## config.mk

```make
export PLATFORM = sky130hd
export DESIGN_NAME = pwr_seq_top
export DESIGN_NICKNAME = d
export VERILOG_FILES = /design/src/rtl/pwr_seq_pkg.sv /design/src/rtl/pwr_seq_fsm.sv /design/src/rtl/pwr_seq_throttle.sv /design/src/rtl/pwr_seq_outdec.sv /design/src/rtl/pwr_seq_top.sv
export SDC_FILE = /design/constraint.sdc
export NUM_CORES = 1
export LEC_CHECK = 0
export BUFFER_PORTS_ARGS = -buffer_cell sky130_fd_sc_hd__clkbuf_2
export CORE_ASPECT_RATIO = 0.75
export CORE_MARGIN = 1.5
export CORE_UTILIZATION = 35
export DETAILED_ROUTE_END_ITERATION = 8
export SLEW_MARGIN = 30
export SYNTH_ARGS = -nofsm -noshare
export SYNTH_HDL_FRONTEND = slang
export SYNTH_SLANG_ARGS = --single-unit
```

## constraint.sdc

```tcl
create_clock -name clk -period 1.92 [get_ports clk]
set_input_delay 0.192 -clock clk [delete_from_list [all_inputs] [get_ports clk]]
set_output_delay 0.192 -clock clk [all_outputs]
set_load 0.01 [all_outputs]
```

## src/rtl/pwr_seq_pkg.sv

```systemverilog
// Shared state encoding and sleep-type decode for the power sequencer.
// Assumes a 3-bit sleep type where only 1, 3, 4 and 5 are meaningful.
package pwr_seq_pkg;

    typedef enum logic [3:0] {
        PS_C0   = 4'd0,
        PS_C1   = 4'd1,
        PS_C2   = 4'd2,
        PS_C3   = 4'd3,
        PS_S1   = 4'd4,
        PS_S3   = 4'd5,
        PS_S4   = 4'd6,
        PS_S5   = 4'd7,
        PS_G3   = 4'd8,
        PS_EXIT = 4'd9
    } pstate_e;

    // Whether a sleep type selects a real sleep level.
    function automatic logic slp_type_ok(input logic [2:0] t);
        return (t == 3'd1) || (t == 3'd3) || (t == 3'd4) || (t == 3'd5);
    endfunction

    // Target state for a valid sleep type.
    function automatic pstate_e slp_target(input logic [2:0] t);
        pstate_e r;
        case (t)
            3'd1:    r = PS_S1;
            3'd3:    r = PS_S3;
            3'd4:    r = PS_S4;
            3'd5:    r = PS_S5;
            default: r = PS_C0;
        endcase
        return r;
    endfunction

    // States in which the processor clock is held stopped by handshake.
    function automatic logic is_hs_state(input pstate_e s);
        return (s == PS_C2) || (s == PS_C3) || (s == PS_S1);
    endfunction

endpackage

```

## src/rtl/pwr_seq_fsm.sv

```systemverilog
// State register, transition rules, Stop-Grant acknowledge flag, exit
// spacing counter and full-boot pulse. Assumes strobes are synchronous.
module pwr_seq_fsm
    import pwr_seq_pkg::*;
#(
    parameter int EXIT_GAP = 2
) (
    input  logic    clk,
    input  logic    rst_n,
    input  logic    halt_i,
    input  logic    ack_i,
    input  logic    lvl2_i,
    input  logic    lvl3_i,
    input  logic    slp_en_i,
    input  logic [2:0] slp_typ_i,
    input  logic    pbtn_i,
    input  logic    pfail_i,
    input  logic    brk_i,
    input  logic    wake_i,
    output pstate_e state_o,
    output logic    acked_o,
    output logic    boot_o
);
    localparam int GW = (EXIT_GAP > 1) ? $clog2(EXIT_GAP + 1) : 1;

    pstate_e       state_q, nxt;
    logic          acked_q, boot_q;
    logic [GW-1:0] gap_cnt;
    logic          gap_done;

    assign gap_done = (gap_cnt == GW'(EXIT_GAP - 1));

    // Next-state selection with power-fail as highest priority.
    always_comb begin
        nxt = state_q;
        if (pfail_i) begin
            nxt = PS_G3;
        end else begin
            case (state_q)
                PS_C0: begin
                    if (pbtn_i)                             nxt = PS_S5;
                    else if (slp_en_i && slp_type_ok(slp_typ_i)) nxt = slp_target(slp_typ_i);
                    else if (lvl3_i)                        nxt = PS_C3;
                    else if (lvl2_i)                        nxt = PS_C2;
                    else if (halt_i)                        nxt = PS_C1;
                end
                PS_C1: if (brk_i || wake_i) nxt = PS_C0;
                PS_C2, PS_C3, PS_S1, PS_S3: if (brk_i || wake_i) nxt = PS_EXIT;
                PS_S4, PS_S5, PS_G3: if (wake_i) nxt = PS_C0;
                PS_EXIT: if (gap_done) nxt = PS_C0;
                default: nxt = PS_C0;
            endcase
        end
    end

    // State register.
    always_ff @(posedge clk) begin
        if (!rst_n) state_q <= PS_C0;
        else        state_q <= nxt;
    end

    // Acknowledge flag: cleared on any state change, set by ack in handshake states.
    always_ff @(posedge clk) begin
        if (!rst_n)                              acked_q <= 1'b0;
        else if (nxt != state_q)                 acked_q <= 1'b0;
        else if (is_hs_state(state_q) && ack_i)  acked_q <= 1'b1;
    end

    // Exit spacing counter, running only in the exit state.
    always_ff @(posedge clk) begin
        if (!rst_n || state_q != PS_EXIT) gap_cnt <= '0;
        else                              gap_cnt <= gap_cnt + 1'b1;
    end

    // One-clock full-boot pulse on leaving a context-losing state.
    always_ff @(posedge clk) begin
        if (!rst_n) boot_q <= 1'b0;
        else        boot_q <= (state_q == PS_S4 || state_q == PS_S5 || state_q == PS_G3)
                              && (nxt == PS_C0);
    end

    assign state_o = state_q;
    assign acked_o = acked_q;
    assign boot_o  = boot_q;
endmodule

```

## src/rtl/pwr_seq_throttle.sv

```systemverilog
// Periodic stop-clock pulse generator for the running state.
// Assumes ON_CYC < PERIOD; restarts its phase each time it is enabled.
module pwr_seq_throttle #(
    parameter int PERIOD = 8,
    parameter int ON_CYC = 2
) (
    input  logic clk,
    input  logic rst_n,
    input  logic in_run_i,
    input  logic req_i,
    output logic pulse_o
);
    localparam int CW = (PERIOD > 1) ? $clog2(PERIOD) : 1;

    logic          act_q;
    logic [CW-1:0] cnt;

    // Register the throttle request, qualified by the running state.
    always_ff @(posedge clk) begin
        if (!rst_n) act_q <= 1'b0;
        else        act_q <= in_run_i && req_i;
    end

    // Phase counter, wrapping at PERIOD while active.
    always_ff @(posedge clk) begin
        if (!rst_n || !act_q)            cnt <= '0;
        else if (cnt == CW'(PERIOD - 1)) cnt <= '0;
        else                             cnt <= cnt + 1'b1;
    end

    assign pulse_o = act_q && in_run_i && (cnt < CW'(ON_CYC));
endmodule

```

## src/rtl/pwr_seq_outdec.sv

```systemverilog
// Decodes state and handshake status into processor requests, rail
// enables and status flags. Purely combinational.
module pwr_seq_outdec
    import pwr_seq_pkg::*;
(
    input  pstate_e state_i,
    input  logic    acked_i,
    input  logic    s1_slp_cfg_i,
    input  logic    thr_pulse_i,
    output logic    stpclk_o,
    output logic    sleep_o,
    output logic    noncrit_o,
    output logic    mem_o,
    output logic    coherent_o,
    output logic    clk_stop_o,
    output logic    refresh_o
);
    logic off_deep, off_mem;

    // Group the states that remove rails.
    always_comb begin
        off_mem  = (state_i == PS_S4) || (state_i == PS_S5) || (state_i == PS_G3);
        off_deep = off_mem || (state_i == PS_S3);
    end

    // Processor-facing requests.
    always_comb begin
        stpclk_o = is_hs_state(state_i) || (state_i == PS_S3) || (state_i == PS_EXIT)
                   || ((state_i == PS_C0) && thr_pulse_i);
        sleep_o  = ((state_i == PS_C3) && acked_i)
                   || ((state_i == PS_S1) && acked_i && s1_slp_cfg_i)
                   || (state_i == PS_S3);
    end

    // Rails and status reporting.
    always_comb begin
        noncrit_o  = !off_deep;
        mem_o      = !off_mem;
        clk_stop_o = off_deep;
        refresh_o  = !off_mem;
        coherent_o = (state_i == PS_C0) || (state_i == PS_C1)
                     || (state_i == PS_C2) || (state_i == PS_S1);
    end
endmodule

```

## src/rtl/pwr_seq_top.sv

```systemverilog
// Power state sequencer top: ties the FSM, throttle generator and
// output decoder together. All inputs are assumed synchronous to clk.
module pwr_seq_top
    import pwr_seq_pkg::*;
#(
    parameter int EXIT_GAP   = 2,
    parameter int THR_PERIOD = 8,
    parameter int THR_ON     = 2
) (
    input  logic       clk,
    input  logic       rst_n,
    input  logic       halt_i,
    input  logic       stpgnt_ack_i,
    input  logic       lvl2_rd_i,
    input  logic       lvl3_rd_i,
    input  logic       slp_en_i,
    input  logic [2:0] slp_typ_i,
    input  logic       s1_slp_cfg_i,
    input  logic       pbtn_ovr_i,
    input  logic       thr_en_i,
    input  logic       thrm_i,
    input  logic       pwr_fail_i,
    input  logic       brk_evt_i,
    input  logic       wake_evt_i,
    output logic [3:0] state_o,
    output logic       stpclk_o,
    output logic       sleep_o,
    output logic       noncrit_pwr_en_o,
    output logic       mem_pwr_en_o,
    output logic       coherent_o,
    output logic       clocks_stopped_o,
    output logic       refresh_ok_o,
    output logic       full_boot_o
);
    pstate_e st;
    logic    acked, thr_pulse;

    pwr_seq_fsm #(.EXIT_GAP(EXIT_GAP)) u_fsm (
        .clk(clk), .rst_n(rst_n), .halt_i(halt_i), .ack_i(stpgnt_ack_i),
        .lvl2_i(lvl2_rd_i), .lvl3_i(lvl3_rd_i), .slp_en_i(slp_en_i),
        .slp_typ_i(slp_typ_i), .pbtn_i(pbtn_ovr_i), .pfail_i(pwr_fail_i),
        .brk_i(brk_evt_i), .wake_i(wake_evt_i),
        .state_o(st), .acked_o(acked), .boot_o(full_boot_o)
    );

    pwr_seq_throttle #(.PERIOD(THR_PERIOD), .ON_CYC(THR_ON)) u_thr (
        .clk(clk), .rst_n(rst_n), .in_run_i(st == PS_C0),
        .req_i(thr_en_i || thrm_i), .pulse_o(thr_pulse)
    );

    pwr_seq_outdec u_dec (
        .state_i(st), .acked_i(acked), .s1_slp_cfg_i(s1_slp_cfg_i),
        .thr_pulse_i(thr_pulse), .stpclk_o(stpclk_o), .sleep_o(sleep_o),
        .noncrit_o(noncrit_pwr_en_o), .mem_o(mem_pwr_en_o),
        .coherent_o(coherent_o), .clk_stop_o(clocks_stopped_o),
        .refresh_o(refresh_ok_o)
    );

    assign state_o = st;
endmodule

```

==> impl_results.md, run 1 <==
* Status: finished, final reports clean
* Final Setup Violations at 0
* Critical-path cell list: nor2_1 -> nand2_1 -> nor2_1 -> a21oi_1 -> clkbuf_2
* I/O pin cnt at 29
* Layout cells sized above 1 at between 30% and 40%
* Synthesis-to-finish area growth at 22.3%
* Detailed Route WL at approximately 2700 um
* RR Startpoint: u_fsm.state_o[3]$_SDFF_PN0_
* Seq pwr share at 34.6%
* Max stage delay cell, worst path: dfxtp_2
* DPL Wire Length at ~2100 um
* Gpl congestion at 0.866
* Nets at 181
* Number of global-route vias before repair at 991
* Post-synth net total at between 100 and 150
* Global Route met3 Usage at under 10%
* CTS clk-pin slew, worst paths at 50 ps
* Post-synth EDFFs at 0
* PostCTS Resize Cnt at 0
* Crit share post-route at between 80% and 90%
* HP Start: thr_en_i
* Pre-Repair DR Iteration Count at 4
* Post-layout power at ~0.00083 W
* Met1 usage at ~25%
* WP buf/inv at 1
* Leading area contributor after synthesis: dfxtp_1
* Slew HR at around two thirds
* Max clock buf depth at 2
* Largest stage delay on the critical path at ~470 ps
* Worst hold path class: in -> reg
* Syn Area/Cell at between 7 and 8 um^2
* Max Cap Viol at 0
* NetSw at around 0.00027 W
* Cell variety after synth at 50
* Worst Hold End: u_thr.act_q$_SDFF_PN0_
* Sequential share of the synthesized area at a little under a quarter
* Fillers at about 280
* Chip Height at 49.5 um
* Antenna diodes at 0
* Synth Register Bits at 12
* Mapped Cells at 129
* CTS root buf: clkbuf_8
* Pint at ~0.00056 W
* Synth warn at 0
* Antenna-violating nets left at 0
* Slew Limit Fails at 0
* Most frequent CP cell: nor2_1
* Antenna violations before repair at 0
* First-pass GRT wire length at about 4500 um
* Fmax at between 0.5 and 0.6 GHz
* Core ar. at ~2700 um^2
* Tmin final at 1720 ps
* CTS tree: built
* Worst hold slack at just under 200 ps
* Setup Fix Bufs, Post-CTS at 0
* Pin count of the biggest net entering global routing at 13
* Initial Utilization at a little under two fifths
* Die area at ~3200 um^2
* Peak supply drop at ~0.33 mV
* Synth area leaders: dfxtp_1, nor2_1, buf_6
* Leakage dissipation at around 0.52 nW
* Post-Syn Area at between 1000 and 1500 um^2
* Kind of critical path: reg -> out
* Worst setup SP type: register
* Flop2flop setup slack at around 330 ps
* Net Sw Frac at 32.0%
* Setup TNS at 0 ps
* GR Util met2 at between 20 and 30%
* CTS buffer count at 3
* RSZ-0062 raised after global routing: no
* Routed via count at ~1,100
* GR peak layer: met2
* Gr usage total at between 15 and 20%
* Synth async-reset ratio at 0%
* DRT iter0 DRCs at 83
* Synth top area share at 23.8%
* Clock sinks at 12
* Largest delay share family, worst path: flip-flops
* Grt ovf at 0
* Clk_skew at between 5 and 6 ps
* CTS H-tree lvls at 1
* Hold_buf cts at 0
* FP Rows at 16
* R2R depth at 5
* Power Density at around 670 nW/um^2
* Vias/cell at between 5 and 6
* Crit path DAT at roughly 1500 ps
* Min-Delay Path Depth at 3
* Most frequent cells in the layout: clkbuf_2, nor2_1, nand2_1
* Max FO, Critical Path at 11
* Worst Tran Pin Value at 461 ps
* Hold Vio Cnt, Final at 0
* Commonest non-fill, non-tap cell in the layout: clkbuf_2
* DRC violations left at 0
* CP Capture Type: primary output
* Combinational share of power at 32.1%
* Clock power share at 33.3%
* Worst-Skew Late Latency at between 200 and 250 ps
* Ys flop type: dfxtp_1
* CP required at 1730 ps
* Die Wd at roughly 65 um
* Worst R2R End: u_fsm.acked_o$_SDFFE_PP0P_
* CP Depth at 5
* Input/output buffers at 28
* Drt wl/cell at about 14 um
==> flip-flops by register name, summed over array words and instances, names as in the netlist <==
name	count
u_fsm.acked_o	1
u_fsm.boot_o	1
u_fsm.gap_cnt	2
u_fsm.state_o	4
u_thr.act_q	1
u_thr.cnt	3
==> worst max-delay path by stage <==
stage / from / endpoint
5_1_grt: u_fsm.state_o[2]$_SDFF_PN0_ / sleep_o
3_3_place_gp: u_fsm.state_o[0]$_SDFF_PN0_ / mem_pwr_en_o
3_5_place_dp: u_fsm.state_o[1]$_SDFF_PN0_ / u_fsm.acked_o$_SDFFE_PP0P_
6_report: u_fsm.state_o[0]$_SDFF_PN0_ / mem_pwr_en_o
2_1_floorplan: u_fsm.state_o[0]$_SDFF_PN0_ / stpclk_o
4_1_cts: u_fsm.state_o[0]$_SDFF_PN0_ / mem_pwr_en_o
==> power groups by stage <==
stage / combinational (W) / sequential [W] / clock (W)
after floorplan: 0.000195 / 0.000277 / 0
after global placement: 0.000265 / 0.000289 / 0
after detailed placement: 0.000263 / 0.000290 / 0
after CTS: 0.000264 / 0.000285 / 0.000283
after global routing: 0.000293 / 0.000289 / 0.000296
final: 0.000266 / 0.000287 / 0.000276
==> stage by stage <==
step	cell area (um^2)	std cells	worst slack [ps]	util (%)
after floorplan	1010	129	393	-
after global placement	1180	192	246	43.9
after detailed placement	1180	192	227	43.9
after CTS	1230	196	12.8	45.9
after global routing	1240	196	28.0	46.1
final	1240	196	200	46.1
==> cells in the mapped netlist, types with 3 or more instances <==
library cell,n
ha_1,3
inv_1,3
buf_6,5
dfxtp_1,12
buf_2,3
o21ai_0,6
and2_1,4
nand2_1,11
nor2_1,18
a21oi_1,10
nor2b_1,8
==> worst min-delay path: stages <==
cell,delay [ps]
clkbuf_2,70
o21ai_0,60
nor2_1,80
==> kinds of logic (layout without fill, tap and decap cells) <==
kind of cell	count (synthesis)	in the layout	share of synthesized area [%]
DFF	12	12	23.8
buffers and inverters	13	44	9.28
muxes	2	2	2.10
adders and majority gates	3	3	3.71
AOI/OAI and AO/OA	43	43	30.8
and+or+nand+nor	56	56	30.3
==> layout make-up <==
class	count	area, um^2	area share [%]
clock buffers	4	55.1	4.45
inverters	4	15.0	1.21
repair buffers	36	200	16.2
well taps	36	45.0	3.64
multi-input cells	104	677	54.8
flip-flops and latches	12	244	19.7
==> routing by layer <==
layer	share of wire (%)	up-vias
met1	48	495
met5	0	-
li1	-	530
met4	0.84	0
met2	43	44
met3	8.2	4
Power figures use the tool's default switching activity.
==> run 2, diff against run 1 <==
--- a/config.mk
+++ b/config.mk
@@ -13,4 +13,5 @@
 export SLEW_MARGIN = 30
 export SYNTH_ARGS = -nofsm -noshare
 export SYNTH_HDL_FRONTEND = slang
+export SYNTH_HIERARCHICAL = 1
 export SYNTH_SLANG_ARGS = --single-unit
==> run 2 against run 1 <==
  * Clock power fell by 18%
  * Register-to-register slack got worse by 110 ps
  * Global-route usage fell by 0.98 points
  * First-iteration DRC count fell by 55%
  * Hold slack improved by 89 ps
  * Clock-buffer cell count fell by 1
  * Critical path depth rose by 1
  * Setup slack got worse by 87 ps
  * Die area fell by 0.59%
  * Routed wire length fell by 4.8%
  * Largest cell class unchanged
==> impl_results.md, run 2 <==
* Antenna diodes at 0
* DPL Wire Length at just over 2000 um
* Worst Hold End: u_fsm/state_o[3]$_SDFF_PN0_
* Critical-path cell list: nor4_2 -> and4bb_2 -> nor2b_1 -> o21ai_0 -> o21ai_1 -> clkbuf_2
* Max stage delay cell, worst path: dfxtp_1
* Post-synth EDFFs at 0
* Pint at between 0.0005 and 0.0006 W
* Most frequent cells in the layout: clkbuf_2, nor2_1, a21oi_1
* Synth top cells by count: dfxtp_1, nor2_1, a21oi_1, inv_1, nand2_1
* Worst hold path class: in -> reg
* Worst-Skew Late Latency at ~240 ps
* CTS H-tree lvls at 1
* Leakage dissipation at ~0.56 nW
* Final Setup Violations at 0
* Dpl ws at between 200 and 250 ps
* Input/output buffers at 28
* Largest stage delay on the critical path at about 400 ps
* Post-layout power at slightly below 0.0008 W
* Cell variety after synth at 50
* Synth async-reset ratio at 0%
* Worst setup SP type: register
* Synth area leaders: dfxtp_1, a21oi_1, nor2_1
* Synthesis-to-finish area growth at 22.7%
* Area post-placement at ~1200 um^2
* Kind of critical path: reg -> out
* Mapped Cells at approximately 120
* Sequential share of the synthesized area at between 20% and 30%
* CTS tree: built
* Detailed Route WL at 2590 um
* CTS clk-pin slew, worst paths at 50 ps
* Fillers at between 200 and 300
* Ys flop type: dfxtp_1
* Combinational share of power at between 30% and 40%
* HP Start: rst_n
* Chip Height at 49.4 um
* Pin count of the biggest net entering global routing at 16
* Number of flip-flops in the largest register at 4
* Synth warn at 6
* Core ar. at ~2700 um^2
* CP Capture Type: primary output
* Pre-Repair DR Iteration Count at 4
* Antenna violations before repair at 0
* FP Rows at 16
* RSZ-0062 raised after global routing: no
* Clock power share at 29.4%
* Worst R2R End: u_fsm/acked_o$_SDFFE_PP0P_
* Crit path DAT at 1610 ps
* Net Sw Frac at between 30% and 40%
* Layout cells sized above 1 at approximately a third
* Drt wl/cell at 13.6 um
* Status: finished, final reports clean
* DRT iter0 DRCs at 37
* R2R depth at 5
* Min-Delay Path Depth at 2
* Gpl congestion at just over 0.8
* Clk_skew at around 1.1 ps
* Nets at between 150 and 200
* CP required at roughly 1700 ps
* Synth top area share at roughly a quarter
* Die Wd at 64.9 um
* Peak supply drop at 0.398 mV
* Max Cap Viol at 0
* Number of global-route vias before repair at about 960
* RR Startpoint: u_fsm/state_o[0]$_SDFF_PN0_
* Leading area contributor after synthesis: dfxtp_1
* Commonest non-fill, non-tap cell in the layout: clkbuf_2
* Final WS setup at roughly 110 ps
* Crit share post-route at between 90% and 100%
* Initial Utilization at between 30% and 40%
* Post-Syn Area at about 1000 um^2
* NetSw at between 0.0002 and 0.0003 W
* Tmin final at ~1800 ps
* Syn Area/Cell at just over 8 um^2
* Max FO, Critical Path at 9
* Fmax at around 0.55 GHz
* DRC violations left at 0
* Gr usage total at ~17%
* Final Core Density at 46.3%
* Routed via count at 1,076
* Hold_buf cts at 0
* Hold Vio Cnt, Final at 0
* I/O pin cnt at 29
* Worst Tran Pin Value at 399 ps
* Max clock buf depth at 2
* Slew HR at between 70% and 80%
* Flop2flop setup slack at between 200 and 250 ps
* Seq pwr share at 37.0%
* CTS buffer count at 3
* Antenna-violating nets left at 0
* Fin area at roughly 1200 um^2
* CTS root buf: clkbuf_8
* Count leader, synth: dfxtp_1
* Power Density at roughly 620 nW/um^2
* Setup Fix Bufs, Post-CTS at 0
* Vias/cell at 5.63
* Die area at approximately 3200 um^2
* First-pass GRT wire length at approximately 4300 um
* Slew Limit Fails at 0
* Clock sinks at 12
* Synth Register Bits at 12
* Setup TNS at 0 ps
* Post-synth net total at about 140
* Grt ovf at 0
==> run 2: cell types whose count changed after synthesis, moves of 3 or more <==
cell     delta
nor2b_1     -4
nor2_1      -7
inv_1       +5
a31oi_1     +5
nand2_1     -4
o22ai_1     +3
==> run 2: layout make-up <==
| class | instances | area (um^2) | share of cell area [%] |
|---|---|---|---|
| Timing Repair Buffer | 34 | 189 | 15.3 |
| Tap cell | 36 | 45.0 | 3.65 |
| Inverter | 9 | 33.8 | 2.74 |
| Multi-Input combinational cell | 97 | 679 | 55.1 |
| Clock buffer | 3 | 41.3 | 3.35 |
| Sequential cell | 12 | 244 | 19.8 |
==> run 2: logic make-up (layout without fill, tap and decap cells) <==
kind of cell	after synthesis	in the layout	synth area share [%]
xor+xnor	1	1	0.872
buf+inv	15	46	8.47
mux	1	1	0.996
simple gates	46	46	30.9
compound gates	45	45	30.0
fa+ha+maj	4	4	4.86
flops	12	12	23.9
==> run 2: metrics by stage <==
stage	hold WS, ps	instances
2_1_floorplan	314	124
3_3_place_gp	408	188
3_5_place_dp	424	188
4_1_cts	276	191
5_1_grt	289	191
6_report	284	191
==> run 2: power groups by stage <==
stage | sequential (W) | combinational (W) | clock (W)
finish | 0.000285 | 0.000258 | 0.000226
global route | 0.000286 | 0.000283 | 0.000248
CTS | 0.000283 | 0.000256 | 0.000234
detailed placement | 0.000288 | 0.000254 | 0
global placement | 0.000288 | 0.000251 | 0
floorplan | 0.000286 | 0.000175 | 0
==> run 2: worst max-delay path, delay by kind of cell (launching register included) <==
| family | cells | cell delay [ps] |
|---|---|---|
| simple gates | 3 | 680 |
| buf+inv | 1 | 140 |
| flops | 1 | 400 |
| compound gates | 2 | 160 |
==> run 2: worst max-delay path by stage <==
stage / end / startpoint
2_1_floorplan: u_fsm/acked_o$_SDFFE_PP0P_ / u_fsm/state_o[0]$_SDFF_PN0_
3_3_place_gp: stpclk_o / u_fsm/state_o[2]$_SDFF_PN0_
3_5_place_dp: u_fsm/acked_o$_SDFFE_PP0P_ / u_fsm/state_o[0]$_SDFF_PN0_
4_1_cts: stpclk_o / u_fsm/state_o[2]$_SDFF_PN0_
5_1_grt: stpclk_o / u_fsm/state_o[2]$_SDFF_PN0_
6_report: stpclk_o / u_fsm/state_o[0]$_SDFF_PN0_
==> run 2: routing by layer <==
metal / GRT usage (%) / wire length, um
met5: 0 / 0
met4: 4.26 / 0
met3: 4.39 / 143
met2: 27.1 / 1200
met1: 22.5 / 1250
==> run 2: timing repair <==
| action | 4_1_cts | 5_1_grt |
|---|---|---|
| endpoints found under the setup margin | 1 | 1 |
| pin swaps | 0 | 0 |
| resized for setup | 1 | 3 |
==> run 3, diff against run 2 <==
--- a/config.mk
+++ b/config.mk
@@ -5,6 +5,7 @@
 export SDC_FILE = /design/constraint.sdc
 export NUM_CORES = 1
 export LEC_CHECK = 0
+export ABC_AREA = 1
 export BUFFER_PORTS_ARGS = -buffer_cell sky130_fd_sc_hd__clkbuf_2
 export CORE_ASPECT_RATIO = 0.75
 export CORE_MARGIN = 1.5
==> run 3 against run 2 <==
  * Largest power group unchanged
  * Via count shrank 0.93%
  * Clock skew is essentially flat
  * Critical endpoint unchanged
  * Highest routed layer is now met4
  * Cell count grew 23%
  * Sequential power is essentially flat
  * Maximum frequency grew 6.7%
==> impl_results.md, run 3 <==
* Status: finished, final reports clean
* Ys flop type: dfxtp_1
* Critical-path cell list: inv_1 -> nand2_1 -> nor2_1 -> nand2_1 -> nor3_2 -> o21bai_1 -> nor2_1 -> nor2_1 -> nand2_1 -> clkbuf_2
* Crit share post-route at between 80% and 90%
* Kind of critical path: reg -> out
* Vias/cell at ~4.6
* CTS H-tree lvls at 1
* CTS clk-pin slew, worst paths at around 70 ps
* Post-synth EDFFs at 0
* Tmin final at between 1500 and 2000 ps
* CTS buffer count at 3
* CTS tree: built
* Count leader, synth: nand2_1
* Antenna-violating nets left at 0
* CP required at approximately 1700 ps
* Initial Utilization at between 30% and 40%
* Crit path DAT at about 1500 ps
* Gr usage total at approximately 16%
* Most frequent cells in the layout: nand2_1, nor2_1, inv_1
* Max clock buf depth at 2
* Synth top cells by count: nand2_1, nor2_1, inv_1, nand3_1, dfxtp_1
* Worst Tran Pin Value at 299 ps
* Setup TNS at 0 ps
* Die Wd at ~63 um
* Hold Vio Cnt, Final at 0
* Synth warn at 6
* Area post-placement at between 1000 and 1500 um^2
* Leading area contributor after synthesis: dfxtp_1
* Worst-Skew Late Latency at around 260 ps
* Gpl congestion at about 0.87
* Clock sinks at 12
* Post-synth net total at roughly 190
* Fmax at slightly below 0.6 GHz
* Die area at between 3000 and 4000 um^2
* CTS root buf: clkbuf_4
* Synth async-reset ratio at 0%
* Max Cap Viol at 0
* Grt ovf at 0
* DPL Wire Length at 1850 um
* Commonest non-fill, non-tap cell in the layout: nand2_1
* Max FO, Critical Path at 13
* Input/output buffers at 28
* Synth top area share at between 20% and 30%
* CP Capture Type: primary output
* Synthesis-to-finish area growth at 22.8%
* Nets at 219
* Clk_skew at 1.29 ps
* Antenna diodes at 0
* Core ar. at around 2600 um^2
* DP Cell Count at between 200 and 250
* Syn Area/Cell at 5.75 um^2
* Worst setup SP type: register
* Pin count of the biggest net entering global routing at 14
* Mapped Cells at around 170
* Post-Syn Area at ~960 um^2
* FP Rows at 16
* DRC violations left at 0
* Post-layout power at around 0.00070 W
* Pre-Repair DR Iteration Count at 4
* Synth area leaders: dfxtp_1, nand2_1, nor2_1
* Largest stage delay on the critical path at 410 ps
* Layout cells sized above 1 at between 20% and 30%
* Hold_buf cts at 0
* Peak supply drop at 0.290 mV
* CP startpoint: u_fsm/state_o[2]$_SDFF_PN0_
* Fin area at 1180 um^2
* Max stage delay cell, worst path: dfxtp_2
* Power Density at between 500 and 600 nW/um^2
* HP Start: rst_n
* Final Instance Count excl. Fillers at 234
* Number of flip-flops in the largest register at 4
* Drt wl/cell at about 9.5 um
* Chip Height at ~48 um
* Worst hold path class: in -> reg
* DRT iter0 DRCs at 35
* RSZ-0062 raised after global routing: no
* Setup Fix Bufs, Post-CTS at 0
* Slew HR at between 70 and 80%
* I/O pin cnt at 29
* Routed via count at approximately 1,100
* First-pass GRT wire length at 3920 um
* Synth Register Bits at 12
* Detailed Route WL at 2220 um
* Leakage dissipation at ~0.66 nW
* Number of global-route vias before repair at between 900 and 1,000
* Cell variety after synth at 23
* Slew Limit Fails at 0
* Sequential share of the synthesized area at approximately a quarter
* RR Startpoint: u_fsm/state_o[3]$_SDFF_PN0_
* Flop2flop setup slack at 380 ps
* Antenna violations before repair at 0
* Final Setup Violations at 0
==> run 3: cell count changes in the layout (fill, tap and decap cells not counted), sizes merged, moves of 5 or more <==
cell / change
a21oi: -8
a31oi: -7
buf: -6
inv: +23
nand2: +41
nand3: +16
nor2: +21
nor3: +5
==> run 3: critical path: cells and delay by family (launching register included) <==
family                 cells  cell delay (ps)
AOI/OAI and AO/OA          1               70
DFF                        1              410
and+or+nand+nor            7              550
buffers and inverters      2              200
==> run 3: through the flow <==
| stage | hold slack, ps | utilization (%) | worst slack [ps] |
|---|---|---|---|
| floorplan | 290 | - | 428 |
| global route | 196 | 45.3 | 68.5 |
| finish | 201 | 45.3 | 227 |
| global placement | 408 | 43.7 | 217 |
| CTS | 200 | 45.1 | 58.0 |
| detailed placement | 414 | 43.7 | 224 |
==> run 3: layer usage <==
layer | track usage (%) | part of all wire, % | vias up | wire length, um
met2 | 25.4 | 42 | 33 | 936
li1 | - | - | 582 | -
met1 | 21.2 | 53 | 449 | 1180
met5 | 0 | 0 | - | 0
met3 | 3.95 | 4.5 | 2 | 99
met4 | 3.26 | 0.14 | 0 | 3
==> run 3: area by class of cell <==
| type | instances | area (um^2) |
|---|---|---|
| Clock buffer | 4 | 36.3 |
| Fill cell | 313 | 1420 |
| Inverter | 32 | 120 |
| Multi-Input combinational cell | 122 | 592 |
| Sequential cell | 12 | 245 |
| Tap cell | 36 | 45.0 |
| Timing Repair Buffer | 28 | 140 |
==> run 3: cells by family (layout without fill, tap and decap cells) <==
kind of cell	count (synthesis)	after routing	share of synthesized area (%)
AND/OR/NAND/NOR	109	109	51.4
buffers and inverters	33	64	13.3
flip-flops	12	12	25.0
AO/OA/AOI/OAI	10	10	6.39
adder cells (fa/ha/maj)	3	3	3.91
==> run 3: final timing paths <==
kind	endpoint	cells after the start
worst max-delay path	stpclk_o	10
worst min-delay path	u_fsm/state_o[3]$_SDFF_PN0_	3
worst max register to register	u_fsm/acked_o$_SDFFE_PP0P_	11
worst min register to register	u_thr/cnt[0]$_SDFF_PP0_	1
==> run 3: timing repair <==
action / in CTS / in global routing
endpoints found under the setup margin: 0 / 2
resized for setup: 0 / 4
hold endpoints to repair: 0 / 0
==> run 3: power by group <==
part	total [W]	internal, W	switching, W
Sequential	0.000287	0.000262	0.0000251
Combinational	0.000222	0.0000849	0.000137
Clock	0.000195	0.000115	0.0000794
